**src/rtl/rom_bank_decoder.sv**
```systemverilog
module rom_bank_decoder #(
  parameter int ADDR_W    = 16,
  parameter int SOCK_BITS = 3,
  parameter int CHIP_W    = 10,
  parameter int BYTE_W    = 8
) (
  input  logic                          clk,
  input  logic                          rst_n,
  input  logic [ADDR_W-1:0]             addr,
  input  logic                          rd_n,
  input  logic                          rom_inh_n,
  input  logic                          wide_mode,
  input  logic [ADDR_W-SOCK_BITS-CHIP_W-1:0] x_base,
  input  logic [ADDR_W-SOCK_BITS-CHIP_W-1:0] y_base,
  input  logic [(1<<SOCK_BITS)-1:0]     x_present,
  input  logic [(1<<SOCK_BITS)-1:0]     y_present,
  input  logic [1:0]                    x_noovl,
  input  logic [1:0]                    y_noovl,
  input  logic                          x_enable,
  input  logic                          y_enable,
  input  logic [BYTE_W-1:0]             x_rdata,
  input  logic [BYTE_W-1:0]             y_rdata,
  output logic [(1<<SOCK_BITS)-1:0]     x_sel,
  output logic [(1<<SOCK_BITS)-1:0]     y_sel,
  output logic [CHIP_W-1:0]             chip_addr,
  output logic                          res_hit,
  output logic                          ram_inh_n,
  output logic                          ram_overlap,
  output logic                          mod_sel,
  output logic [2*BYTE_W-1:0]           data_out,
  output logic                          data_oe
);
  localparam int BASE_W  = ADDR_W - SOCK_BITS - CHIP_W;
  localparam int SOCKETS = 1 << SOCK_BITS;

  logic [SOCK_BITS-1:0] sock;
  logic [BASE_W-1:0]    blk;
  logic                 half;
  logic                 base_ok, x_hit, y_hit, any_hit, clash, ms_nxt, ovl_nxt;
  logic [SOCKETS-1:0]   onehot;
  logic [2*BYTE_W-1:0]  data_nxt;

  assign sock    = addr[CHIP_W +: SOCK_BITS];
  assign blk     = addr[ADDR_W-1 -: BASE_W];
  assign half    = sock[SOCK_BITS-1];
  assign base_ok = !wide_mode || (x_base == y_base);
  assign x_hit   = rom_inh_n && base_ok && x_enable && (blk == x_base) && x_present[sock];
  assign y_hit   = rom_inh_n && base_ok && y_enable && (blk == y_base) && y_present[sock];
  assign any_hit = x_hit || y_hit;
  assign clash   = x_hit && y_hit && !wide_mode;
  assign ms_nxt  = any_hit && !rd_n && !clash;
  assign ovl_nxt = (x_hit && !x_noovl[half]) || (y_hit && !y_noovl[half]);
  assign onehot  = SOCKETS'(1) << sock;

  always_comb begin
    data_nxt = '0;
    if (ms_nxt) begin
      if (wide_mode) begin
        if (x_hit) data_nxt[BYTE_W-1:0]        = x_rdata;
        if (y_hit) data_nxt[2*BYTE_W-1:BYTE_W] = y_rdata;
      end else begin
        data_nxt[BYTE_W-1:0] = x_hit ? x_rdata : y_rdata;
      end
    end
  end

  always_ff @(posedge clk) begin
    if (!rst_n) begin
      x_sel       <= '0;
      y_sel       <= '0;
      chip_addr   <= '0;
      res_hit     <= 1'b0;
      ram_inh_n   <= 1'b1;
      ram_overlap <= 1'b0;
      mod_sel     <= 1'b0;
      data_out    <= '0;
      data_oe     <= 1'b0;
    end else begin
      x_sel       <= x_hit ? onehot : '0;
      y_sel       <= y_hit ? onehot : '0;
      chip_addr   <= addr[CHIP_W-1:0];
      res_hit     <= any_hit;
      ram_inh_n   <= !any_hit;
      ram_overlap <= ovl_nxt;
      mod_sel     <= ms_nxt;
      data_out    <= data_nxt;
      data_oe     <= ms_nxt;
    end
  end
endmodule

```
**config.mk**
```make
export PLATFORM = sky130hd
export DESIGN_NAME = rom_bank_decoder
export DESIGN_NICKNAME = d
export VERILOG_FILES = /design/src/rtl/rom_bank_decoder.sv
export SDC_FILE = /design/constraint.sdc
export NUM_CORES = 1
export LEC_CHECK = 0
export BUFFER_PORTS_ARGS = -buffer_cell sky130_fd_sc_hd__buf_4
export CORE_MARGIN = 4
export CORE_UTILIZATION = 39
export DETAILED_ROUTE_END_ITERATION = 7
export HOLD_SLACK_MARGIN = 0.02
export PLACE_DENSITY_LB_ADDON = 0.15
export SLEW_MARGIN = 10
export SYNTH_ARGS = -nofsm -noshare
export SYNTH_HDL_FRONTEND = slang
export SYNTH_SLANG_ARGS = --single-unit
```
**constraint.sdc**
```tcl
create_clock -name clk -period 1.5 [get_ports clk]
set_input_delay 0 -clock clk [delete_from_list [all_inputs] [get_ports clk]]
set_output_delay 0 -clock clk [all_outputs]
set_load 0.1 [all_outputs]
```
* Word level (Yosys, flattened, before mapping)
Cells that the tools add are included.
** Storage, ports and cells
- Register bits after elaboration :: 46
- Input bits :: 65
** Operators by class
- $lt $le $gt $ge :: 2
- Shift operators :: 1
- Mux-type cells :: 11
- Reductions and logical operators :: 26
- Equality and inequality tests :: 3
** Operators by type and width (number)
- 8-bit 2-to-1 mux :: 3
- 1-bit logical AND :: 13
- 3-bit == test :: 3
- 1-bit by 3-bit << shifter with 8-bit output, first input constant :: 1
- 1-bit binary-select mux with 3-bit select :: 2
- 1-bit zero test :: 6
- 1-bit 2-to-1 mux :: 6
- 2-bit AND reduction :: 3
- 3-bit by 4-bit less-than comparator with 1-bit output, second input constant :: 1
- 4-bit AND reduction :: 1
- 1-bit logical OR :: 3
- 1-bit by 2-bit less-than comparator with 1-bit output, second input constant :: 1

* Depth between registers and ports, before layout
- Depth after elaboration :: 11
- Mapped depth :: 9
- Depth with buffers taken out :: 5

* Worst setup path before layout
OpenSTA, ideal clock, no wires.
- Path type :: input-to-reg
- Start point :: input addr[11]
- End point :: register data_out[6]
- Setup time :: 0.081 ns
- Required time :: 1.419 ns
- Stages :: 9
- Data arrival time :: 1.392 ns
- Setup slack :: 0.027 ns
- Buffers on the path :: 4
- Cells stage by stage :: buf_6 buf_6 mux2i_1 a22oi_1 and3_1 buf_6 buf_2 a211o_1 a211oi_2
** On the way
- Cells in the longest elaborated chain, start to end :: 8
- Elaborated cells between the ends (all ways) :: 16
- Those cells by class :: mux: 7; reduce/logical: 9
** Ends and longest elaborated chain
- start: declaration :: line 9 : input logic [ADDR_W-1:0] addr,
- 1-bit binary-select mux with 3-bit select (on tied branches) :: line 47, 48
- 1-bit 2-to-1 mux (on tied branches) :: line 47, 48
- 1-bit logical AND (on tied branches) :: line 47, 48
- 1-bit logical AND (2 in series) :: line 50 : assign clash = x_hit && y_hit && !wide_mode;
- 1-bit zero test :: line 51 : assign ms_nxt = any_hit && !rd_n && !clash;
- 1-bit logical AND :: line 51
- 2-bit AND reduction (no source line)
- end signal: assignment :: line 86 : data_out <= data_nxt;
- end: declaration :: line 30 : output logic [2*BYTE_W-1:0] data_out,
Several ways; a longest one is shown, not always the timed one. The select of a mux whose other input is x is not followed.
A chain may end at the register's enable or synchronous reset.

* Worst setup path in the final report
- Start point :: input addr[10]
- End point :: register data_out[4]
Same word-level chain as after synthesis.

==> flow_summary.toml <==
[pwr]
sequential_fraction_of_design_power = 0.490
power.combinational.fraction = 0.203
power_switching_w = 0.000675
power.switching_fraction = 0.266
leakage_nw = 1.55
power.internal_w = 0.00186
power_per_cell_area_nw_per_um2 = 790
power.ir.vdd_worst_mv = 0.400
clock_power_share = 0.307

[floorplanning]
die_height_um = 77.7
core_area_um2 = 4720
row_count = 25
design.die.area_um2 = 6040
floorplan.io_pins = 112
floorplan.initialDensity = 0.402
die_w_um = 77.7

[finish]
proportion_of_layout_cells_with_a_drive_suffix_above_1 = 0.461
multi_input_logic_area_um2 = 848
final_nets = 383
synthToLayoutAreaGrowth_pct = 69.0
layout.core_utilization = 0.679
final.fill_count = 390
mostFrequentLayoutCell = "buf_4"
finish.cell_count_without_fillers = 386
num_antenna_cells = 0
layout.area.seq_um2 = 921
final_cell_mix = "buf_4 (127), dfxtp_1 (46), dlygate4sd3_1 (27)"

[grt]
gr_met1_demand_resource = 0.201
grt_start_max_net_pins = 25
grt_overflow = 0
via_count_of_the_first_global_routing_pass = 1807
first_pass_grt_wire_length_um = 8210
grt_busiest_layer = "met2"
groute.usage.overall = 0.171
initial_antenna_violation_count = 0
grt_util_met2 = 0.286
grt_met3_usage = 0.0476

[synthesis]
library_cells_used_by_synthesis = 33
yosysWarningCount = 0
cell_count_after_synthesis = 172
yosys-top-cells-area = "dfxtp_1 (49%), and2_1 (6.6%), a211oi_2 (5.3%)"
avgSynthCellArea_um2 = 11.0
post-synth-top-area-cell = "dfxtp_1"
synth-seq-area-share = 0.485
synth_top_area_frac = 0.485
syn-num-nets = 237
post_synth_instance_area_um2 = 1900
ys_seq_elements = 46

[cts]
cells_resized_by_post_cts_repair = 0
cts.sinks = 46
cts.reportedPaths.clkPinSlew_ps = 80
cts_buffers = 5
clockBufferDepth = 2
cts.htree.levels = 2
cts_tree = "yes"
cts.root.buffer_cell = "clkbuf_8"

[placement]
place_ws_ps = -142
io_buffers = 111
hpwl_um = 3730
gp_congestion = 0.767
dp_cell_count = 351

[worst_setup_path]
critical_path_peak_fanout = 9
timing_worst_setup_path_type = "input port to register"
cp_data_arrival_time_ps = 1530
crit_required_ps = 1720
worst_setup_path_start_kind = "input port"
timing.critical_path.to_type = "register"

[outcome]
run_status = "finished clean"

[timing]
max_slew.worst_pin.slew_ps = 452
timing.final.ws_setup_ps = 192
maxClockFrequency_mhz = 765
period_share = 0.872
slew_viol_final = 0
setup_violations = 0
final-hold-violation-count = 0
layout_min_cycle_time_ps = 1310
timing.max_slew.rel_slack = 0.699
final.setup.tns_ps = 0
grt_setup_unrepaired = "no"

[route]
finalWirelength_um = 5070
viasPerCell = 4.53
wl_per_cell_um = 13.1
drt_pre_antenna_iters = 4
drt_iter0_markers = 50
remaining_drc_errors = 0
via_count = 1748
final_antenna_net_count = 0

[run]
cap_viol_max_count = 0

[worst_hold_path]
timing.hold.worst_endpoint = "ram_inh_n"
hold_path_depth = 2
hp-class = "input port to register"
hold_start = "rst_n"
## layer usage
layer / wire length (um) / share of wire
met4: 148 / 0.029
met3: 367 / 0.072
met2: 2430 / 0.48
met1: 2120 / 0.42
met5: 0 / 0
## kinds of logic (layout without fill, tap and decap cells)
| family | after synthesis | after routing | share of synthesized area |
|---|---|---|---|
| AND/OR/NAND/NOR | 58 | 58 | 0.208 |
| XOR/XNOR | 9 | 9 | 0.0416 |
| multiplexers | 9 | 9 | 0.0475 |
| AO/OA/AOI/OAI | 26 | 26 | 0.150 |
| buffers and inverters | 24 | 171 | 0.0673 |
| flip-flops | 46 | 46 | 0.485 |
## cell usage after synthesis
master / number
clkbuf_1: 6
a21boi_0: 1
buf_6: 3
buf_2: 2
nand2_1: 1
a32o_1: 1
nand4_1: 1
nor2b_2: 1
a22o_1: 1
mux2i_1: 9
buf_4: 3
a211oi_1: 1
and4b_1: 4
xnor2_1: 9
a21oi_1: 1
a2111oi_4: 1
and3_1: 6
nand3_1: 9
a211oi_2: 8
dfxtp_1: 46
and3b_1: 4
nor2b_1: 2
a22oi_1: 2
and4_1: 6
nor3b_2: 1
a21o_1: 1
nor2_1: 2
and2b_1: 1
and2_1: 20
inv_1: 9
o2111ai_4: 1
a211o_1: 8
clkbuf_2: 1
## power groups by stage
stage	clock, W	sequential [W]	combinational [W]
6_report	0.000779	0.00124	0.000514
5_1_grt	0.000848	0.00124	0.000550
4_1_cts	0.000793	0.00124	0.000518
3_5_place_dp	0	0.00127	0.000460
3_3_place_gp	0	0.00127	0.000457
2_1_floorplan	0	0.00139	0.000139
## final cells by class
| cell class | count | area share |
|---|---|---|
| inverters | 9 | 0.0105 |
| multi-input cells | 102 | 0.265 |
| repair buffers | 154 | 0.382 |
| clock buffers | 6 | 0.0258 |
| well taps | 67 | 0.0262 |
| clock inverters | 2 | 0.00390 |
| flip-flops and latches | 46 | 0.287 |
## what timing repair did
action,in CTS,in global routing
setup buffers,0,0
hold buffers,27,0
hold endpoints to repair,27,0
## worst max-delay path by stage
stage             start      endpoint  cells past startpoint
2_1_floorplan  addr[11]   data_out[6]                      9
3_3_place_gp   addr[11]   data_out[7]                      6
3_5_place_dp   addr[10]  data_out[13]                      6
4_1_cts        addr[10]  data_out[13]                      6
5_1_grt        addr[10]  data_out[13]                      6
6_report       addr[10]   data_out[4]                      6
## worst max-delay path, cell delays in order
cell,delay (ps)
buf_4,120
nor2b_2,160
a22o_1,230
a2111oi_4,490
o2111ai_4,270
a211oi_2,250
## state kept, by name (all words and copies together) (netlist names)
signal       cells
res_hit          1
data_oe          1
chip_addr       10
ram_overlap      1
data_out        16
x_sel            8
ram_inh_n        1
y_sel            8
## per-stage QoR
stage	total power, W	hold WS (ps)	cell area [um^2]
2_1_floorplan	0.00153	122	1900
3_3_place_gp	0.00173	209	2840
3_5_place_dp	0.00173	211	2840
4_1_cts	0.00255	67.7	3210
5_1_grt	0.00264	80.8	3210
6_report	0.00253	67.7	3210
(Power assumes the default switching activity.)
